### src/rtl/carry_alu_pkg.sv
package carry_alu_pkg;
  localparam logic [5:0] OP_CMP_GRP = 6'h05;
  localparam logic [5:0] OP_UNARY   = 6'h24;

  typedef enum logic [2:0] {
    UN_SRA    = 3'd0,
    UN_SRC    = 3'd1,
    UN_SRL    = 3'd2,
    UN_SEXT8  = 3'd4,
    UN_SEXT16 = 3'd5
  } unary_fn_e;

  typedef struct packed {
    logic arith;
    logic use_imm;
    logic keep;
    logic use_cin;
    logic rev;
    logic cmp;
    logic cmp_uns;
    logic unary;
  } alu_dec_t;
endpackage

### src/rtl/carry_alu_decode.sv
module carry_alu_decode
  import carry_alu_pkg::*;
#(
  parameter int FUNC_W = 4
) (
  input  logic [5:0]        op_i,
  input  logic [FUNC_W-1:0] func_i,
  output alu_dec_t          dec_o
);
  always_comb begin
    dec_o         = '0;
    dec_o.arith   = (op_i[5:4] == 2'b00);
    dec_o.use_imm = op_i[3];
    dec_o.keep    = op_i[2];
    dec_o.use_cin = op_i[1];
    dec_o.rev     = op_i[0];
    dec_o.unary   = (op_i == OP_UNARY);
    // compare exists only in the register form of the keep reverse-subtract
    dec_o.cmp     = (op_i == OP_CMP_GRP) && func_i[0];
    dec_o.cmp_uns = (op_i == OP_CMP_GRP) && func_i[0] && func_i[1];
  end

  always_comb begin
    if (dec_o.cmp) assert (dec_o.arith && dec_o.keep && dec_o.rev && !dec_o.use_imm)
      else $error("a_r6_cmp_in_keep_rsub");
    if (dec_o.unary) assert (!dec_o.arith) else $error("a_r9_groups_disjoint");
  end
endmodule

### src/rtl/carry_alu_addsub.sv
module carry_alu_addsub #(
  parameter int DATA_W = 32
) (
  input  logic [DATA_W-1:0] a_i,
  input  logic [DATA_W-1:0] b_i,
  input  logic              rev_i,
  input  logic              use_cin_i,
  input  logic              carry_i,
  output logic [DATA_W-1:0] sum_o,
  output logic              cout_o
);
  localparam int SUM_W = DATA_W + 1;

  logic [DATA_W-1:0] x;
  logic              cin;
  logic [SUM_W-1:0]  sum_ext;

  always_comb begin
    x       = rev_i ? ~a_i : a_i;
    cin     = use_cin_i ? carry_i : rev_i;
    sum_ext = {1'b0, x} + {1'b0, b_i} + {{DATA_W{1'b0}}, cin};
    sum_o   = sum_ext[DATA_W-1:0];
    cout_o  = sum_ext[DATA_W];
  end
endmodule

### src/rtl/carry_alu_unary.sv
module carry_alu_unary
  import carry_alu_pkg::*;
#(
  parameter int DATA_W = 32,
  parameter int FUNC_W = 4
) (
  input  logic [DATA_W-1:0] a_i,
  input  logic [FUNC_W-1:0] func_i,
  input  logic              carry_i,
  output logic [DATA_W-1:0] res_o,
  output logic              we_o,
  output logic              cout_o
);
  localparam int MSB = DATA_W - 1;

  logic [DATA_W-1:0] shr;

  always_comb begin
    shr    = {1'b0, a_i[MSB:1]};
    res_o  = '0;
    we_o   = 1'b0;
    cout_o = carry_i;
    if (func_i[FUNC_W-1:3] == '0) begin
      unique case (unary_fn_e'(func_i[2:0]))
        UN_SRA:    begin res_o = shr | {a_i[MSB], {MSB{1'b0}}}; we_o = 1'b1; cout_o = a_i[0]; end
        UN_SRC:    begin res_o = shr | {carry_i, {MSB{1'b0}}};  we_o = 1'b1; cout_o = a_i[0]; end
        UN_SRL:    begin res_o = shr;                           we_o = 1'b1; cout_o = a_i[0]; end
        UN_SEXT8:  res_o = {{(DATA_W-8){a_i[7]}}, a_i[7:0]};
        UN_SEXT16: res_o = {{(DATA_W-16){a_i[15]}}, a_i[15:0]};
        default:   res_o = '0;
      endcase
    end
  end

  always_comb begin
    if (func_i == FUNC_W'(UN_SEXT8))
      assert (res_o[MSB:8] == {(DATA_W-8){a_i[7]}} && !we_o) else $error("a_r8_sext8");
    if (func_i == FUNC_W'(UN_SEXT16))
      assert (res_o[MSB:16] == {(DATA_W-16){a_i[15]}} && !we_o) else $error("a_r8_sext16");
    if (we_o) assert (res_o[MSB-1:0] == a_i[MSB:1]) else $error("a_r7_shift_body");
  end
endmodule

### src/rtl/carry_alu.sv
module carry_alu
  import carry_alu_pkg::*;
#(
  parameter int DATA_W = 32,
  parameter int FUNC_W = 4
) (
  input  logic [5:0]        op_i,
  input  logic [FUNC_W-1:0] func_i,
  input  logic [DATA_W-1:0] a_i,
  input  logic [DATA_W-1:0] b_reg_i,
  input  logic [DATA_W-1:0] imm_i,
  input  logic              carry_i,
  output logic [DATA_W-1:0] result_o,
  output logic              carry_we_o,
  output logic              carry_o
);
  localparam int MSB = DATA_W - 1;

  alu_dec_t          dec;
  logic [DATA_W-1:0] b_sel;
  logic [DATA_W-1:0] sum;
  logic              sum_cout;
  logic [DATA_W-1:0] un_res;
  logic              un_we;
  logic              un_cout;
  logic [DATA_W-1:0] arith_res;

  carry_alu_decode #(.FUNC_W(FUNC_W)) i_decode (
    .op_i   (op_i),
    .func_i (func_i),
    .dec_o  (dec)
  );

  assign b_sel = dec.use_imm ? imm_i : b_reg_i;

  carry_alu_addsub #(.DATA_W(DATA_W)) i_addsub (
    .a_i       (a_i),
    .b_i       (b_sel),
    .rev_i     (dec.rev),
    .use_cin_i (dec.use_cin),
    .carry_i   (carry_i),
    .sum_o     (sum),
    .cout_o    (sum_cout)
  );

  carry_alu_unary #(.DATA_W(DATA_W), .FUNC_W(FUNC_W)) i_unary (
    .a_i     (a_i),
    .func_i  (func_i),
    .carry_i (carry_i),
    .res_o   (un_res),
    .we_o    (un_we),
    .cout_o  (un_cout)
  );

  // compare: on sign mismatch the top bit shows the ordering instead of the wrapped difference
  always_comb begin
    arith_res = sum;
    if (dec.cmp && (a_i[MSB] ^ b_sel[MSB]))
      arith_res[MSB] = dec.cmp_uns ? a_i[MSB] : b_sel[MSB];
  end

  always_comb begin
    result_o   = '0;
    carry_we_o = 1'b0;
    carry_o    = carry_i;
    if (dec.arith) begin
      result_o   = arith_res;
      carry_we_o = !dec.keep;
      carry_o    = dec.keep ? carry_i : sum_cout;
    end else if (dec.unary) begin
      result_o   = un_res;
      carry_we_o = un_we;
      carry_o    = un_cout;
    end
  end

  always_comb begin
    if (op_i[5:4] == 2'b00 && op_i[2]) assert (!carry_we_o) else $error("a_r3_keep_no_write");
    if (!carry_we_o) assert (carry_o == carry_i) else $error("a_r10_carry_hold");
    if (dec.cmp && (a_i[MSB] ^ b_reg_i[MSB]) && !dec.cmp_uns)
      assert (result_o[MSB] == b_reg_i[MSB]) else $error("a_r5_signed_msb");
    if (dec.cmp_uns && (a_i[MSB] ^ b_reg_i[MSB]))
      assert (result_o[MSB] == a_i[MSB]) else $error("a_r6_unsigned_msb");
    if (op_i == OP_UNARY && carry_we_o) assert (carry_o == a_i[0]) else $error("a_r7_shift_carry");
    if (op_i[5:4] != 2'b00 && op_i != OP_UNARY)
      assert (result_o == '0 && !carry_we_o) else $error("a_r9_unused_op");
  end
endmodule

### config.mk
export PLATFORM = sky130hd
export DESIGN_NAME = carry_alu
export DESIGN_NICKNAME = d
export VERILOG_FILES = /design/src/rtl/carry_alu_pkg.sv /design/src/rtl/carry_alu_decode.sv /design/src/rtl/carry_alu_addsub.sv /design/src/rtl/carry_alu_unary.sv /design/src/rtl/carry_alu.sv
export SDC_FILE = /design/constraint.sdc
export NUM_CORES = 1
export LEC_CHECK = 0
export ABC_AREA = 1
export BUFFER_PORTS_ARGS = -buffer_cell sky130_fd_sc_hd__buf_4
export CORE_ASPECT_RATIO = 1.4
export CORE_MARGIN = 2
export CORE_UTILIZATION = 30
export DETAILED_ROUTE_END_ITERATION = 7
export PLACE_DENSITY = 0.57
export SYNTH_ARGS = -nofsm -noshare
export SYNTH_HDL_FRONTEND = slang
export SYNTH_HIERARCHICAL = 1
export SYNTH_SLANG_ARGS = --single-unit
export TNS_END_PERCENT = 5
### constraint.sdc
create_clock -name vclk -period 3.3
set_input_delay 0.165 -clock vclk [all_inputs]
set_output_delay 0.165 -clock vclk [all_outputs]
set_load 0.005 [all_outputs]
==> results of run 1 <==
[cells by family after synthesis]
kind of cell / after synthesis / share of synthesized area (%)
adder cells (fa/ha/maj): 33 / 9.47
XOR/XNOR: 46 / 8.92
multiplexers: 2 / 0.471
buffers and inverters: 195 / 18.5
AND/OR/NAND/NOR: 561 / 52.1
AO/OA/AOI/OAI: 70 / 10.6
[critical path, delay by kind of cell]
family	cells	cell delay, ns
and+or+nand+nor	6	0.57
muxes	1	0.10
AOI/OAI and AO/OA	3	0.53
buffers and inverters	5	0.74
adders and majority gates	2	0.62
[how the worst min path moves through the flow]
stage                     startpoint          to  slack, ns  cells past startpoint
after floorplan              op_i[2]  carry_we_o       0.48                      2
after global placement       op_i[2]  carry_we_o       0.63                      3
after detailed placement     op_i[2]  carry_we_o       0.63                      3
after CTS                    op_i[2]  carry_we_o       0.63                      3
after global routing         op_i[2]  carry_we_o       0.65                      3
final                        op_i[2]  carry_we_o       0.63                      3
[synth_stat cells, types with 2 or more instances]
master,number,area share [%]
inv_1,157,13
nor2_1,74,6.1
clkbuf_1,5,0.42
nand2_2,13,1.8
o21bai_1,2,0.33
buf_6,5,1.2
nand3b_1,2,0.33
buf_4,8,1.3
nand3_2,3,0.66
ha_1,31,8.6
xnor2_1,3,0.58
nand4_1,12,1.7
a22o_1,31,6.0
fa_1,2,0.89
inv_2,5,0.42
nor3_1,4,0.44
xor2_1,43,8.3
o21ai_1,3,0.33
nand3_1,32,3.5
nand2_1,390,32
a21oi_1,30,3.3
nor2_2,25,3.5
buf_2,13,1.4
nand2_4,2,0.50
[stage by stage]
| step | power [mW] | worst slack [ns] | hold slack [ns] |
|---|---|---|---|
| global placement | 1.23 | 0.493 | 0.632 |
| CTS | 1.23 | 0.402 | 0.631 |
| detailed placement | 1.22 | 0.416 | 0.631 |
| finish | 1.22 | 0.411 | 0.632 |
| global route | 1.38 | 0.183 | 0.650 |
| floorplan | 0.816 | 0.656 | 0.477 |
[layout make-up]
class / instances / share of cell area (%)
Multi-Input combinational cell: 712 / 65.4
Timing Repair Buffer: 146 / 19.5
Inverter: 163 / 10.9
Tap cell: 192 / 4.26
[layer usage]
layer | share of wire, % | vias up | GRT usage [%] | wire, microns
met5 | 0 | - | 0 | 0
met4 | 3.5 | 0 | 5.77 | 556
met3 | 3.1 | 28 | 0.437 | 506
met2 | 55 | 110 | 41.0 | 8880
met1 | 38 | 2470 | 21.2 | 6170
li1 | - | 2973 | - | -
[power breakdown]
part / switching (mW) / internal, mW
registers: 0 / 0
clock network: 0 / 0
logic: 0.732 / 0.489
total: 0.732 / 0.489
==> reports/results.ini, run 1 <==
[outcome]
status = finished clean

[worst_setup_path]
critPathRequiredTime_ns = 3.13
path_cells = buf_4 -> inv_4 -> nand2_1 -> nand2_1 -> fa_1 -> inv_1 -> fa_1 -> inv_1 -> nand3_1 -> nand3_1 -> nand2_1 -> a21oi_1 -> nor2_1 -> o21ai_1 -> mux2i_1 -> o22ai_1 -> buf_4
slowest_delay_ns = 0.40
cp.arrival_ns = 2.72
crit_top_cell = nand2_1
cp-end-kind = primary output
critical-path-slowest-cell = fa_1
crit_end = carry_o
critPathLaunch = op_i[3]
start_kind = input port
path_class = input port to primary output
path_max_fanout = 21

[floorplan]
fp.dieW_microns = 108
fp.coreArea_sq_um = 14900
ios = 141
rows = 53
start_util_pct = 30.4
fp.dieArea_sq_um = 16100
fp.dieH_microns = 149

[sta]
setup_violations = 0
tightestPinTransition_ns = 0.800
timing.fmax_ghz = 0.346
hold_viol_final = 0
drv_slew = 0
rsz0062_at_grt = no
relSlewSlack_pct = 46.6
period_minus_slack_ns = 2.89
tns_ns = 0
period_share_pct = 87.6

[finish]
final_util_pct = 37.9
n_sequential_cell = 0
nClkBuffers = 0
final_cells = 1213
drive_gt1_share_pct = 19.7
finalNetCount = 1163
fin_area_sq_um = 5630
fill_cells = 1801
layout_commonest_cell = nand2_1
final-seq-area_sq_um = 0
final_cell_mix = nand2_1, inv_1, buf_4
antenna_cells = 0
multiInputGateArea_sq_um = 3680
area_delta_synth_final_pct = 24.7

[grt]
grt_pass1_wl_mm = 25.8
grt_max_degree = 34
antenna_found_initial = 0
grt_pass1_vias = 5582
gr-usage-all-layers_pct = 19.8
grt_overflow_total = 0

[logic_synthesis]
synth_cell_types = 36
synth_fp_nets = 1047
synthCells = 907
synth_seq_area_share_pct = 0
syn_area_sq_um = 4520
yosysWarnings = 6
syn_area_per_cell_sq_um = 4.98

[power]
p_per_area_nw_per_um2 = 217
irDropWorstVdd_v = 0.0000905
p_leak_nw = 3.67

[place]
port_buffers = 141
dp_hpwl_mm = 13.4
placed_cells = 1213
place_area_sq_um = 5630
gp_congestion = 0.926

[route]
drtIter0Drc = 209
drc = 0
vias = 5581
wl_per_cell_microns = 13.3
vias_per_cell = 4.60
ant_nets = 0
routed_wl_mm = 16.1
drt_pass1_iterations = 4

[flow_run]
maxCapViolations = 0

[cts]
hold_buffers = 0
post_cts_buffers = 0
cts_resized = 0

[worst_hold_path]
hold_class = input port to primary output

(Power assumes the default switching activity.)
==> inputs of run 2 (changes only) <==
- BUFFER_PORTS_ARGS: -buffer_cell sky130_fd_sc_hd__buf_4 -> -buffer_cell sky130_fd_sc_hd__buf_2
==> reports/results.ini, run 2 (synthesis gave the netlist of run 1 again) <==
[grt]
antenna_found_initial = 0  ; unchanged
grt_overflow_total = 0  ; unchanged
gr-usage-all-layers_pct = 19.2  ; was 19.8%
grt-busiest-layer = met2  ; unchanged
grt_pass1_vias = 5433  ; was 5582
met1_usage_pct = 20.5  ; was 21.2%
grt_max_degree = 34  ; unchanged
grt_pass1_wl_mm = 25.1  ; was 25.8 mm
grt_use_met3_pct = 0.743  ; was 0.437%
grt_use_met2_pct = 39.6  ; was 41.0%

[place]
gp_congestion = 0.946  ; was 0.926
port_buffers = 141  ; unchanged
dp_hpwl_mm = 13.3  ; was 13.4 mm
place_area_sq_um = 5300  ; was 5630 sq um
placed_cells = 1215  ; was 1213

[finish]
antenna_cells = 0  ; unchanged
area_delta_synth_final_pct = 17.2  ; was 24.7%
finalNetCount = 1165  ; was 1163
nClkBuffers = 0  ; unchanged
n_sequential_cell = 0  ; unchanged
final_cell_mix = nand2_1, inv_1, buf_2  ; was nand2_1, inv_1, buf_4
final_cells = 1215  ; was 1213
fin_area_sq_um = 5300  ; was 5630 sq um
final_util_pct = 35.7  ; was 37.9%
layout_commonest_cell = nand2_1  ; unchanged
fill_cells = 1788  ; was 1801
final-seq-area_sq_um = 0  ; unchanged
drive_gt1_share_pct = 19.8  ; was 19.7%

[power]
p_per_area_nw_per_um2 = 220  ; was 217 nW/um^2
total_power_mw = 1.17  ; was 1.22 mW
p_leak_nw = 3.58  ; was 3.67 nW
irDropWorstVdd_v = 0.0000816  ; was 0.0000905 V

[route]
routed_wl_mm = 15.6  ; was 16.1 mm
drc = 0  ; unchanged
vias_per_cell = 4.56  ; was 4.60
ant_nets = 0  ; unchanged
vias = 5537  ; was 5581
drtIter0Drc = 148  ; was 209
wl_per_cell_microns = 12.9  ; was 13.3 microns
drt_pass1_iterations = 4  ; unchanged

[cts]
hold_buffers = 0  ; unchanged
post_cts_buffers = 0  ; unchanged
cts_resized = 0  ; unchanged

[worst_setup_path]
slowest_delay_ns = 0.40  ; about the same
cp_top_family = buffers and inverters  ; unchanged
critPathBufInv = 5  ; unchanged
critical-path-slowest-cell = fa_1  ; unchanged
start_kind = input port  ; unchanged
cp.arrival_ns = 2.58  ; was 2.72 ns
path_max_fanout = 21  ; unchanged
critPathLaunch = op_i[3]  ; unchanged
path_class = input port to primary output  ; unchanged
worstSetupPathDepth = 17  ; unchanged
crit_top_cell = nand2_1  ; unchanged
critPathRequiredTime_ns = 3.13  ; about the same
path_cells = buf_2 -> inv_4 -> nand2_1 -> nand2_1 -> fa_1 -> inv_1 -> fa_1 -> inv_1 -> nand3_1 -> nand3_1 -> nand2_1 -> a21oi_1 -> nor2_1 -> o21ai_1 -> mux2i_1 -> o22ai_1 -> buf_2  ; was buf_4 -> inv_4 -> nand2_1 -> nand2_1 -> fa_1 -> inv_1 -> fa_1 -> inv_1 -> nand3_1 -> nand3_1 -> nand2_1 -> a21oi_1 -> nor2_1 -> o21ai_1 -> mux2i_1 -> o22ai_1 -> buf_4
cp-end-kind = primary output  ; unchanged
crit_end = carry_o  ; unchanged

[worst_hold_path]
hold_class = input port to primary output  ; unchanged
worstHoldStart = op_i[2]  ; unchanged

[sta]
period_share_pct = 83.2  ; was 87.6%
tns_ns = 0  ; unchanged
tightestPinTransition_ns = 0.831  ; was 0.800 ns
timing.fmax_ghz = 0.364  ; was 0.346 GHz
setup_violations = 0  ; unchanged
rsz0062_at_grt = no  ; unchanged
relSlewSlack_pct = 44.6  ; was 46.6%
period_minus_slack_ns = 2.74  ; was 2.89 ns
drv_slew = 0  ; unchanged
hold_viol_final = 0  ; unchanged

[flow_run]
maxCapViolations = 0  ; unchanged

[floorplan]
rows = 53  ; unchanged
fp.dieArea_sq_um = 16100  ; unchanged
ios = 141  ; unchanged
start_util_pct = 30.4  ; unchanged
fp.dieW_microns = 108  ; unchanged
fp.dieH_microns = 149  ; unchanged
fp.coreArea_sq_um = 14900  ; unchanged

[outcome]
status = finished clean  ; unchanged

-- run 2: changes by cell type in the layout (fill, tap and decap cells not counted), sizes merged --
cell  previous run  this run
buf            146       148
-- run 2: how the worst min path moves through the flow --
| stage | end | cells after the start |
|---|---|---|
| 6_report | carry_we_o | 3 |
| 5_1_grt | carry_we_o | 3 |
| 4_1_cts | carry_we_o | 3 |
| 3_3_place_gp | carry_we_o | 3 |
| 3_5_place_dp | carry_we_o | 3 |
| 2_1_floorplan | carry_we_o | 2 |
-- run 2: power breakdown --
part	internal, mW	switching (mW)	total, mW
logic	0.432	0.734	1.17
clock network	0	0	0
registers	0	0	0
total	0.432	0.734	1.17
-- run 2: metal layers --
metal / part of all wire, % / vias to the layer above
met5: 0 / -
met4: 3.4 / 0
met3: 3.3 / 32
met2: 55 / 133
met1: 38 / 2402
li1: - / 2970
-- run 2: area by class of cell --
type	instances	area [sq um]	share of cell area, %
well taps	192	240	4.54
inverters	163	614	11.6
multi-input cells	712	3680	69.5
repair buffers	148	758	14.3
-- run 2: per-stage QoR --
step / hold slack (ns) / worst slack, ns
after floorplan: 0.477 / 0.656
after global placement: 0.639 / 0.558
after detailed placement: 0.640 / 0.533
after CTS: 0.641 / 0.512
after global routing: 0.656 / 0.296
final: 0.636 / 0.555
==> inputs of run 3 (changes only) <==
- ABC_AREA: 1 -> 0
- PLACE_DENSITY: 0.57 -> 0.61
- clock period: 3.3 -> 2.41 ns (I/O delays scaled with it)
==> reports/results.ini, run 3 <==
[floorplan]
fp.coreArea_sq_um = 11700  ; was 14900 sq um
rows = 47  ; was 53
start_util_pct = 30.4  ; about the same
fp.dieH_microns = 133  ; was 149 microns
ios = 141  ; unchanged
fp.dieArea_sq_um = 12800  ; was 16100 sq um
fp.dieW_microns = 96.0  ; was 108 microns

[logic_synthesis]
synth_seq_area_share_pct = 0  ; unchanged
synth_cell_types = 70  ; was 36
syn_area_sq_um = 3560  ; was 4520 sq um
synth_fp_nets = 622  ; was 1047
synthMostInstantiatedCell = a21oi_1  ; was nand2_1
syn_area_per_cell_sq_um = 7.38  ; was 4.98 sq um
synthTopCellsByArea = xor2_1, ha_1, mux2_2  ; was nand2_1, inv_1, ha_1
synth_top_cell_by_area = xor2_1  ; was nand2_1
ys_top_cells_by_count = a21oi_1, nand2_1, xor2_1  ; was nand2_1, inv_1, nor2_1
yosysTopAreaCellShare_pct = 11.1  ; was 32.4%
synthCells = 482  ; was 907
yosysWarnings = 6  ; unchanged

[sta]
period_minus_slack_ns = 3.21
relSlewSlack_pct = 60.9  ; was 44.6%
period_share_pct = 133
setup_violations = 27  ; was 0
rsz0062_at_grt = yes  ; was no
timing.hold.ws_ns = 0.601  ; was 0.636 ns
timing.fmax_ghz = 0.311
tightestPinTransition_ns = 0.584  ; was 0.831 ns
setup_ws_ns = -0.801  ; was 0.555 ns
drv_slew = 0  ; unchanged
hold_viol_final = 0  ; unchanged

[route]
ant_nets = 0  ; unchanged
drtIter0Drc = 172  ; was 148
vias_per_cell = 5.31  ; was 4.56
drc = 0  ; unchanged
routed_wl_mm = 14.5  ; was 15.6 mm
vias = 4650  ; was 5537
drt_pass1_iterations = 4  ; unchanged
wl_per_cell_microns = 16.5  ; was 12.9 microns

[power]
clkPwrFrac_pct = 0  ; about the same
p_per_area_nw_per_um2 = 351  ; was 220 nW/um^2
p_leak_nw = 2.82  ; was 3.58 nW
p_sw_share_pct = 47.4  ; was 63.0%
p_int_mw = 1.09  ; was 0.432 mW
p_switching_mw = 0.988  ; was 0.734 mW
p_comb_share_pct = 100.0  ; about the same
total_power_mw = 2.08  ; was 1.17 mW
seq_power_share_pct = 0  ; about the same
irDropWorstVdd_v = 0.000140  ; was 0.0000816 V

[finish]
n_sequential_cell = 0  ; unchanged
drive_gt1_share_pct = 55.1  ; was 19.8%
final_cell_mix = buf_2, buf_4, nand2_1, a21oi_1, xor2_1  ; was nand2_1, inv_1, buf_2
area_delta_synth_final_pct = 66.9  ; was 17.2%
fill_cells = 1104  ; was 1788
final-seq-area_sq_um = 0  ; unchanged
finalNetCount = 871  ; was 1165
multiInputGateArea_sq_um = 3860  ; was 3680 sq um
fin_area_sq_um = 5940  ; was 5300 sq um
antenna_cells = 0  ; unchanged
final_util_pct = 50.7  ; was 35.7%
nClkBuffers = 0  ; unchanged
layout_commonest_cell = buf_2  ; was nand2_1

[grt]
gr-usage-all-layers_pct = 21.4  ; was 19.2%
grt_pass1_vias = 4664  ; was 5433
grt_max_degree = 25  ; was 34
antenna_found_initial = 0  ; unchanged
grt_pass1_wl_mm = 22.4  ; was 25.1 mm
grt_overflow_total = 0  ; unchanged

[outcome]
status = complete, but fails checks  ; was finished clean
violations = negative setup slack

[place]
port_buffers = 141  ; unchanged
place_area_sq_um = 5310  ; was 5300 sq um
dp_hpwl_mm = 11.4  ; was 13.3 mm
gp_congestion = 0.921  ; was 0.946

[worst_setup_path]
critical-path-slowest-cell = or4b_4  ; was fa_1
path_class = input port to primary output  ; unchanged
cp_top_family = compound AO/OA/AOI/OAI gates  ; was buffers and inverters
path_max_fanout = 7  ; was 21
slowest_delay_ns = 0.50  ; was 0.40 ns
cp-end-kind = primary output  ; unchanged
critPathBufInv = 4  ; was 5
cp.arrival_ns = 3.09  ; was 2.58 ns
start_kind = input port  ; unchanged
path_cells = buf_6 -> buf_12 -> buf_12 -> xor2_4 -> ha_4 -> and2_4 -> a221o_1 -> nor2b_4 -> or4b_4 -> a21o_1 -> a311oi_2 -> a21oi_1 -> o31ai_1 -> buf_2  ; was buf_2 -> inv_4 -> nand2_1 -> nand2_1 -> fa_1 -> inv_1 -> fa_1 -> inv_1 -> nand3_1 -> nand3_1 -> nand2_1 -> a21oi_1 -> nor2_1 -> o21ai_1 -> mux2i_1 -> o22ai_1 -> buf_2
crit_top_cell = buf_12  ; was nand2_1
critPathRequiredTime_ns = 2.29  ; was 3.13 ns

[worst_hold_path]
worstHoldStart = op_i[2]  ; unchanged
hold-path-cell-count = 3  ; unchanged
hold_class = input port to primary output  ; unchanged
min_to = carry_we_o  ; unchanged

[flow_run]
maxCapViolations = 0  ; unchanged

[cts]
hold_buffers = 0  ; unchanged

-- run 3: changes by cell type in the layout (fill, tap and decap cells not counted), sizes merged, moves of 14 or more --
cell	before	now
nand2	405	50
inv	163	9
buf	148	283
nor2	101	27
mux2	1	33
nand3	35	4
a21oi	31	60
a21o	1	15
o21ai	4	18
-- run 3: kinds of logic (layout without fill, tap and decap cells) --
group	count (synthesis)	after routing	synth area share, %
adders and majority gates	33	33	12.0
muxes	43	43	13.4
buffers and inverters	45	292	6.82
and+or+nand+nor	129	129	19.7
xor gates and xnor gates	60	60	14.8
AOI/OAI and AO/OA	172	172	33.3
-- run 3: worst max-delay path by stage --
stage	to	cells past startpoint	from
finish	result_o[31]	14	op_i[0]
floorplan	result_o[31]	13	op_i[3]
detailed placement	result_o[31]	14	op_i[3]
global placement	result_o[31]	13	op_i[3]
CTS	result_o[31]	13	op_i[3]
global route	result_o[31]	16	op_i[3]
-- run 3: per-layer routing --
| layer | track usage (%) | share of wire [%] |
|---|---|---|
| met1 | 26.8 | 40 |
| met2 | 39.4 | 53 |
| met3 | 1.42 | 5.9 |
| met4 | 4.37 | 1.3 |
| met5 | 0 | 0 |
-- run 3: cell type report --
type	count	share of cell area [%]
tap	147	3.10
multi-input combinational	437	65.0
inverter	9	0.569
timing repair buffer	283	31.4
-- run 3: timing repair --
item,CTS,global route
gates resized for setup,40,51
buffers inserted,4,9
setup endpoints to repair,28,29
cloned,1,0
pin swaps,24,25
endpoints found under the hold margin,0,0
-- run 3: power groups by stage --
stage,Clock (mW),Combinational (mW),Sequential (mW)
2_1_floorplan,0,1.05,0
3_3_place_gp,0,1.78,0
3_5_place_dp,0,1.80,0
4_1_cts,0,1.93,0
5_1_grt,0,2.26,0
6_report,0,2.08,0
-- run 3: stage by stage --
step           setup slack, ns  instances  setup TNS [ns]
2_1_floorplan           -0.695        482           -7.71
3_3_place_gp            -0.980        862          -16.36
3_5_place_dp             -1.04        862          -17.70
4_1_cts                 -0.797        867          -11.77
5_1_grt                 -0.926        876          -14.49
6_report                -0.801        876          -11.65
